`src/rtl/fop_pkg.sv`:
```
package fop_pkg;

   // Shift kind as carried by the two type bits of the instruction.
   typedef enum logic [1:0] {
      SH_LSL = 2'b00,
      SH_LSR = 2'b01,
      SH_ASR = 2'b10,
      SH_ROR = 2'b11
   } sh_kind_e;

   // Resolved shift command handed from the decoder to the datapath.
   typedef struct packed {
      sh_kind_e kind;
      logic     rrx;
      logic     use_imm;
   } sh_cmd_t;

   // Instruction field layout (positions are decoded by neighbours).
   localparam int INSN_W        = 32;
   localparam int IMM_FLAG_BIT  = 25;
   localparam int REG_AMT_BIT   = 4;
   localparam int MBZ_BIT       = 7;
   localparam int ROT_LSB       = 8;
   localparam int ROT_MSB       = 11;
   localparam int AMT_LSB       = 7;
   localparam int AMT_MSB       = 11;
   localparam int KIND_LSB      = 5;
   localparam int IMM8_MSB      = 7;
   localparam int NARROW_AMT_W  = AMT_MSB - AMT_LSB + 1;
   localparam int ROT_FIELD_W   = ROT_MSB - ROT_LSB + 1;

   // Shift length implied by a zero amount field on right shifts.
   localparam int LONG_SHIFT    = 32;

endpackage

```
`src/rtl/fop_decode.sv`:
```
module fop_decode
   import fop_pkg::*;
#(
   parameter int DATA_W = 32,
   parameter int RS_W   = 8
) (
   input  logic [INSN_W-1:0] insn_i,
   input  logic [RS_W-1:0]   rs_lo_i,
   output sh_cmd_t           cmd_o,
   output logic [RS_W-1:0]   amt_o,
   output logic              undef_o
);

   localparam int MIN_RS_W = $clog2(LONG_SHIFT) + 1;

   generate
      if (RS_W < MIN_RS_W) begin : g_bad_rs_w
         $error("fop_decode: RS_W too narrow to hold a long shift");
      end
   endgenerate

   logic [NARROW_AMT_W-1:0] amt_field;
   logic [ROT_FIELD_W-1:0]  rot_field;
   logic                    by_register;
   sh_kind_e                field_kind;

   always_comb begin
      amt_field   = insn_i[AMT_MSB:AMT_LSB];
      rot_field   = insn_i[ROT_MSB:ROT_LSB];
      field_kind  = sh_kind_e'(insn_i[KIND_LSB+1:KIND_LSB]);
      by_register = !insn_i[IMM_FLAG_BIT] && insn_i[REG_AMT_BIT];

      cmd_o.use_imm = insn_i[IMM_FLAG_BIT];
      cmd_o.kind    = field_kind;
      cmd_o.rrx     = 1'b0;
      amt_o         = '0;

      if (insn_i[IMM_FLAG_BIT]) begin
         // even rotate of the 8-bit constant
         cmd_o.kind = SH_ROR;
         amt_o      = RS_W'({rot_field, 1'b0});
      end else if (by_register) begin
         amt_o = rs_lo_i;
      end else if (amt_field != '0) begin
         amt_o = RS_W'(amt_field);
      end else begin
         // zero-length field: meaning depends on the shift kind
         unique case (field_kind)
            SH_LSL:         amt_o = '0;
            SH_LSR, SH_ASR: amt_o = RS_W'(LONG_SHIFT);
            default: begin
               cmd_o.rrx = 1'b1;
               amt_o     = RS_W'(1);
            end
         endcase
      end

      undef_o = by_register && insn_i[MBZ_BIT];
   end

endmodule

```
`src/rtl/fop_rotator.sv`:
```
module fop_rotator #(
   parameter int W          = 32,
   parameter bit LOG_STAGES = 1'b1,
   localparam int LG        = $clog2(W)
) (
   input  logic [W-1:0]  val_i,
   input  logic [LG-1:0] amt_i,
   output logic [W-1:0]  val_o
);

   generate
      if (LOG_STAGES) begin : g_log
         // one conditional rotate per amount bit
         logic [LG:0][W-1:0] stage;
         assign stage[0] = val_i;
         for (genvar s = 0; s < LG; s++) begin : g_st
            localparam int STEP = 1 << s;
            assign stage[s+1] = amt_i[s]
                              ? {stage[s][STEP-1:0], stage[s][W-1:STEP]}
                              : stage[s];
         end
         assign val_o = stage[LG];
      end else begin : g_flat
         // doubled word shifted once, low half kept
         logic [2*W-1:0] doubled;
         assign doubled = {val_i, val_i} >> amt_i;
         assign val_o   = doubled[W-1:0];
      end
   endgenerate

endmodule

```
`src/rtl/fop_shifter.sv`:
```
module fop_shifter
   import fop_pkg::*;
#(
   parameter int W          = 32,
   parameter int RS_W       = 8,
   parameter bit LOG_STAGES = 1'b1
) (
   input  logic [W-1:0]    src_i,
   input  sh_cmd_t         cmd_i,
   input  logic [RS_W-1:0] amt_i,
   input  logic            carry_i,
   output logic [W-1:0]    res_o,
   output logic            carry_o
);

   localparam int LG = $clog2(W);

   generate
      if (RS_W < LG + 1) begin : g_bad_amt
         $error("fop_shifter: RS_W cannot express a full-width shift");
      end
   endgenerate

   function automatic logic [W-1:0] flip(input logic [W-1:0] v);
      logic [W-1:0] r;
      for (int i = 0; i < W; i++) r[i] = v[W-1-i];
      return r;
   endfunction

   logic [W-1:0] pre_rot;
   logic [W-1:0] rotated;
   logic [W-1:0] keep_mask;
   logic [W-1:0] right_line;
   logic         is_left;
   logic         amt_zero;
   logic         amt_reach;
   logic         fill_bit;

   // a left shift is a right shift of the bit-reversed word
   assign is_left = (cmd_i.kind == SH_LSL);
   assign pre_rot = is_left ? flip(src_i) : src_i;

   fop_rotator #(
      .W          (W),
      .LOG_STAGES (LOG_STAGES)
   ) u_rot (
      .val_i (pre_rot),
      .amt_i (amt_i[LG-1:0]),
      .val_o (rotated)
   );

   always_comb begin
      amt_zero   = (amt_i == '0);
      amt_reach  = (amt_i <= RS_W'(W));
      keep_mask  = {W{1'b1}} >> amt_i;
      fill_bit   = (cmd_i.kind == SH_ASR) && src_i[W-1];
      right_line = (rotated & keep_mask) | (~keep_mask & {W{fill_bit}});

      if (cmd_i.kind == SH_ROR) begin
         res_o   = cmd_i.rrx ? {carry_i, rotated[W-2:0]} : rotated;
         carry_o = amt_zero ? carry_i : rotated[W-1];
      end else if (amt_zero) begin
         res_o   = src_i;
         carry_o = carry_i;
      end else begin
         res_o = is_left ? flip(right_line) : right_line;
         if (amt_reach)
            carry_o = rotated[W-1];
         else
            carry_o = fill_bit;
      end
   end

   always_comb begin
      if (cmd_i.kind == SH_ASR && amt_i >= RS_W'(W)) begin

         asr_saturate_chk: assert (res_o == {W{src_i[W-1]}} && carry_o == src_i[W-1]);
      end
   end

endmodule

```
`src/rtl/flex_operand_unit.sv`:
```
module flex_operand_unit
   import fop_pkg::*;
#(
   parameter int DATA_W     = 32,
   parameter int RS_W       = 8,
   parameter bit LOG_STAGES = 1'b1
) (
   input  logic [INSN_W-1:0] insn_i,
   input  logic [DATA_W-1:0] rm_val_i,
   input  logic [RS_W-1:0]   rs_lo_i,
   input  logic              carry_i,
   output logic [DATA_W-1:0] operand_o,
   output logic              carry_o,
   output logic              undef_o
);

   localparam int LG = $clog2(DATA_W);

   generate
      if (DATA_W < LONG_SHIFT || (DATA_W & (DATA_W - 1)) != 0) begin : g_bad_width
         $error("flex_operand_unit: DATA_W must be a power of two of at least 32");
      end
   endgenerate

   sh_cmd_t             cmd;
   logic [RS_W-1:0]     amt;
   logic [DATA_W-1:0]   src;

   fop_decode #(
      .DATA_W (DATA_W),
      .RS_W   (RS_W)
   ) u_dec (
      .insn_i  (insn_i),
      .rs_lo_i (rs_lo_i),
      .cmd_o   (cmd),
      .amt_o   (amt),
      .undef_o (undef_o)
   );

   assign src = cmd.use_imm ? DATA_W'(insn_i[IMM8_MSB:0]) : rm_val_i;

   fop_shifter #(
      .W          (DATA_W),
      .RS_W       (RS_W),
      .LOG_STAGES (LOG_STAGES)
   ) u_sh (
      .src_i   (src),
      .cmd_i   (cmd),
      .amt_i   (amt),
      .carry_i (carry_i),
      .res_o   (operand_o),
      .carry_o (carry_o)
   );

   always_comb begin
      if (insn_i[IMM_FLAG_BIT] && insn_i[ROT_MSB:ROT_LSB] == '0) begin

         imm_norot_chk: assert (operand_o == DATA_W'(insn_i[IMM8_MSB:0]) && carry_o == carry_i);
      end
      if (!insn_i[IMM_FLAG_BIT] && !insn_i[REG_AMT_BIT] &&
          insn_i[AMT_MSB:AMT_LSB] == '0 && insn_i[KIND_LSB+1:KIND_LSB] == 2'b11) begin

         rrx_fill_chk: assert (operand_o[DATA_W-1] == carry_i && carry_o == rm_val_i[0]);
      end
      if (!insn_i[IMM_FLAG_BIT] && insn_i[REG_AMT_BIT] && rs_lo_i == '0) begin

         reg_zero_pass_chk: assert (operand_o == rm_val_i && carry_o == carry_i);
      end
      if (!insn_i[IMM_FLAG_BIT] && insn_i[REG_AMT_BIT] && insn_i[KIND_LSB+1:KIND_LSB] == 2'b11 &&
          rs_lo_i != '0 && rs_lo_i[LG-1:0] == '0) begin

         ror_wrap_chk: assert (operand_o == rm_val_i && carry_o == rm_val_i[DATA_W-1]);
      end
      if (!insn_i[IMM_FLAG_BIT] && !insn_i[REG_AMT_BIT] &&
          insn_i[AMT_MSB:AMT_LSB] == '0 && insn_i[KIND_LSB+1:KIND_LSB] == 2'b01) begin

         lsr_long_chk: assert (operand_o == '0 && carry_o == rm_val_i[DATA_W-1]);
      end
   end

endmodule

```
`config.mk`:
```
export PLATFORM = sky130hd
export DESIGN_NAME = flex_operand_unit
export DESIGN_NICKNAME = d
export VERILOG_FILES = /design/src/rtl/fop_pkg.sv /design/src/rtl/fop_decode.sv /design/src/rtl/fop_rotator.sv /design/src/rtl/fop_shifter.sv /design/src/rtl/flex_operand_unit.sv
export SDC_FILE = /design/constraint.sdc
export NUM_CORES = 1
export LEC_CHECK = 0
export ABC_AREA = 1
export BUFFER_PORTS_ARGS = -buffer_cell sky130_fd_sc_hd__buf_2
export CAP_MARGIN = 20
export CORE_MARGIN = 2
export CORE_UTILIZATION = 63
export DETAILED_ROUTE_END_ITERATION = 7
export GPL_TIMING_DRIVEN = 0
export PLACE_DENSITY = 0.93
export SYNTH_ARGS = -nofsm -noshare
export SYNTH_HDL_FRONTEND = slang
export SYNTH_HIERARCHICAL = 1
export SYNTH_SLANG_ARGS = --single-unit
```
`constraint.sdc`:
```
create_clock -name vclk -period 5.6
set_input_delay 1.12 -clock vclk [all_inputs]
set_output_delay 1.12 -clock vclk [all_outputs]
set_load 0.005 [all_outputs]
```
==> results_dict.tcl <==
set metrics [dict create \
    slowest_stage "or2_2" \
    period_minus_slack_ps 5420 \
    cts_hold_buf 0 \
    yosysTopAreaCell "nand3_1" \
    worst_slack_ps 180 \
    drt_pass1_iterations 8 \
    mostFrequentLayoutCell "nand3_1" \
    leakage_uw 0.00282 \
    yosys_warnings 6 \
    layout-drive-gt1-share_pct 19.4 \
    hp-start "insn_i[7]" \
    fin_util_pct 74.1 \
    final_nets 1161 \
    p_clk_share_pct 0 \
    min_to "undef_o" \
    pwr-share-seq_pct 0 \
    detail_route.wirelength_um 21900 \
    crit_family "simple AND/OR/NAND/NOR gates" \
    synthTopCellsByArea "nand3_1 37%, nand2_1 19%, a21oi_1 6.9%" \
    fillers 706 \
    rows 31 \
    hp-class "in -> out" \
    combPwrFrac_pct 100.0 \
    final_cell_mix "349 x nand3_1, 234 x nand2_1, 112 x buf_2" \
    cp_num_buf_inv 5 \
    grt_max_degree 11 \
    setup_viol 0 \
    track_usage_pct 50.8 \
    num_vias 7765 \
    cpPeakStageDelay_ps 340 \
    worstHoldPathCells 4 \
    synth_cell_types 30 \
    slew_headroom_pct 35.3 \
    vias_per_cell 6.56 \
    io_pins 107 \
    crit_type "in -> out" \
    area_growth_pct 13.4 \
    p_int_uw 244 \
    multi_input_area_um2 4020 \
    hold_viol 0 \
    worstMarginPinSlew_ps 960 \
    seq_area_um2 0 \
    overflow 0 \
    first_iter_violations 1418 \
    grt_pass1_vias 6573 \
    postCtsSetupBuffers 0 \
    crit_top_cell "nand3_1" \
    start_util_pct 65.4 \
    timing.final.crit_share_pct 96.8 \
    hpwlAfterDp_um 17600 \
    wl_per_cell_um 18.5 \
    crit_chain "buf_2, or2_2, nor2_2, clkbuf_4, clkbuf_2, nand2_1, o21ai_0, nand2_1, nand3_1, nand3_1, nand3_1, nand3_1, nand2_1, inv_1, o21ai_0, or2_2, nand3_1, a21oi_1, buf_2" \
    gp_congestion 1.25 \
    synth_top_area_share_pct 36.8 \
    rsz0062_at_grt "false" \
    remaining_drc_errors 0 \
    avgSynthCellArea_um2 4.76 \
    fin_area_um2 5370 \
    critPathCaptureType "output port" \
    max_freq_mhz 185 \
    fp.dieArea_um2 8230 \
    switchingPower_uw 511 \
    fp.dieH_um 90.7 \
    p_per_area_nw_per_um2 141 \
    io_buffer_count 88 \
    die_w_um 90.7 \
    switching_share_pct 67.7 \
    syn-num-nets 1071 \
    slew_viol_final 0 \
    mappedNetlistArea_um2 4740 \
    seq_area_frac_synth_pct 0 \
    num_antenna_cells 0 \
    path_max_fanout 10 \
    syn_inst 997 \
    whs_ps 2590 \
    cp.required_ps 4480 \
    status "finished, final reports clean" \
    cap_violations 0 \
    crit_cells 19 \
    seq_cell_count 0 \
    crit_arrival_ps 4300 \
    n_clock_buffer 0 \
    core_um2 7250 \
    vdd_drop_max_mv 0.0779 \
    antenna_found_initial 0 \
    ctsResizeCount 16 \
    placed_cell_area_um2 5310 \
    grt_first_pass_wirelength_um 33800 \
    place_ws_ps -134 \
    postRouteAntennaNets 0 \
    startpoint_type "input pin" \
]
-- through the flow --
| stage | TNS (ps) | power [uW] | std cells |
|---|---|---|---|
| after floorplan | 0 | 483 | 997 |
| after global placement | -1340 | 692 | 1184 |
| after detailed placement | -1200 | 698 | 1184 |
| after CTS | 0 | 702 | 1184 |
| after global routing | 0 | 804 | 1184 |
| final | 0 | 756 | 1184 |
-- worst max path at each step --
stage	start	slack (ps)	end
2_1_floorplan	insn_i[25]	990	operand_o[8]
3_3_place_gp	insn_i[25]	-160	operand_o[10]
3_5_place_dp	insn_i[25]	-130	operand_o[8]
4_1_cts	insn_i[25]	10	operand_o[8]
5_1_grt	insn_i[25]	20	operand_o[31]
6_report	insn_i[25]	180	operand_o[8]
-- Yosys cell counts --
cell	instances
nand3b_1	1
nor2_4	6
clkinv_1	2
nand2_1	234
nand3_2	1
inv_2	9
a22oi_1	1
buf_4	8
or2_2	4
o21bai_1	2
nor2_8	1
inv_1	78
buf_6	8
buf_8	1
nor2_1	67
nor2_2	2
nand2_2	32
nand4_1	7
a21oi_1	65
o21ai_0	52
inv_8	1
buf_12	2
clkbuf_1	28
nand3_1	349
nor3_1	1
o21ai_2	2
ha_1	1
o211ai_1	8
buf_1	1
buf_2	23
-- logic make-up after synthesis --
kind of cell | after synthesis | share of synthesized area (%)
buffers and inverters | 161 | 16.3
AOI/OAI and AO/OA | 130 | 14.5
and+or+nand+nor | 705 | 68.9
adders and majority gates | 1 | 0.264
-- per-layer routing --
layer / track usage, % / share of wire (%) / vias to the layer above / wire length, um
met2: 74.1 / 38 / 774 / 8290
met3: 13.8 / 18 / 190 / 3860
met4: 26.5 / 8.5 / 0 / 1870
met1: 67.6 / 36 / 3258 / 7880
li1: - / - / 3543 / -
met5: 0 / 0 / - / 0
-- power groups by stage --
stage	sequential, uW	combinational [uW]	clock [uW]
after detailed placement	0	698	0
after CTS	0	702	0
after global routing	0	804	0
after global placement	0	692	0
after floorplan	0	483	0
final	0	756	0
-- layout make-up --
type / count / share of cell area (%)
Buffer: 71 / 8.24
Inverter: 90 / 6.43
Timing Repair Buffer: 88 / 8.20
Multi-Input combinational cell: 836 / 74.8
Tap cell: 99 / 2.31
No activity file was read; power rests on OpenSTA's default activity.
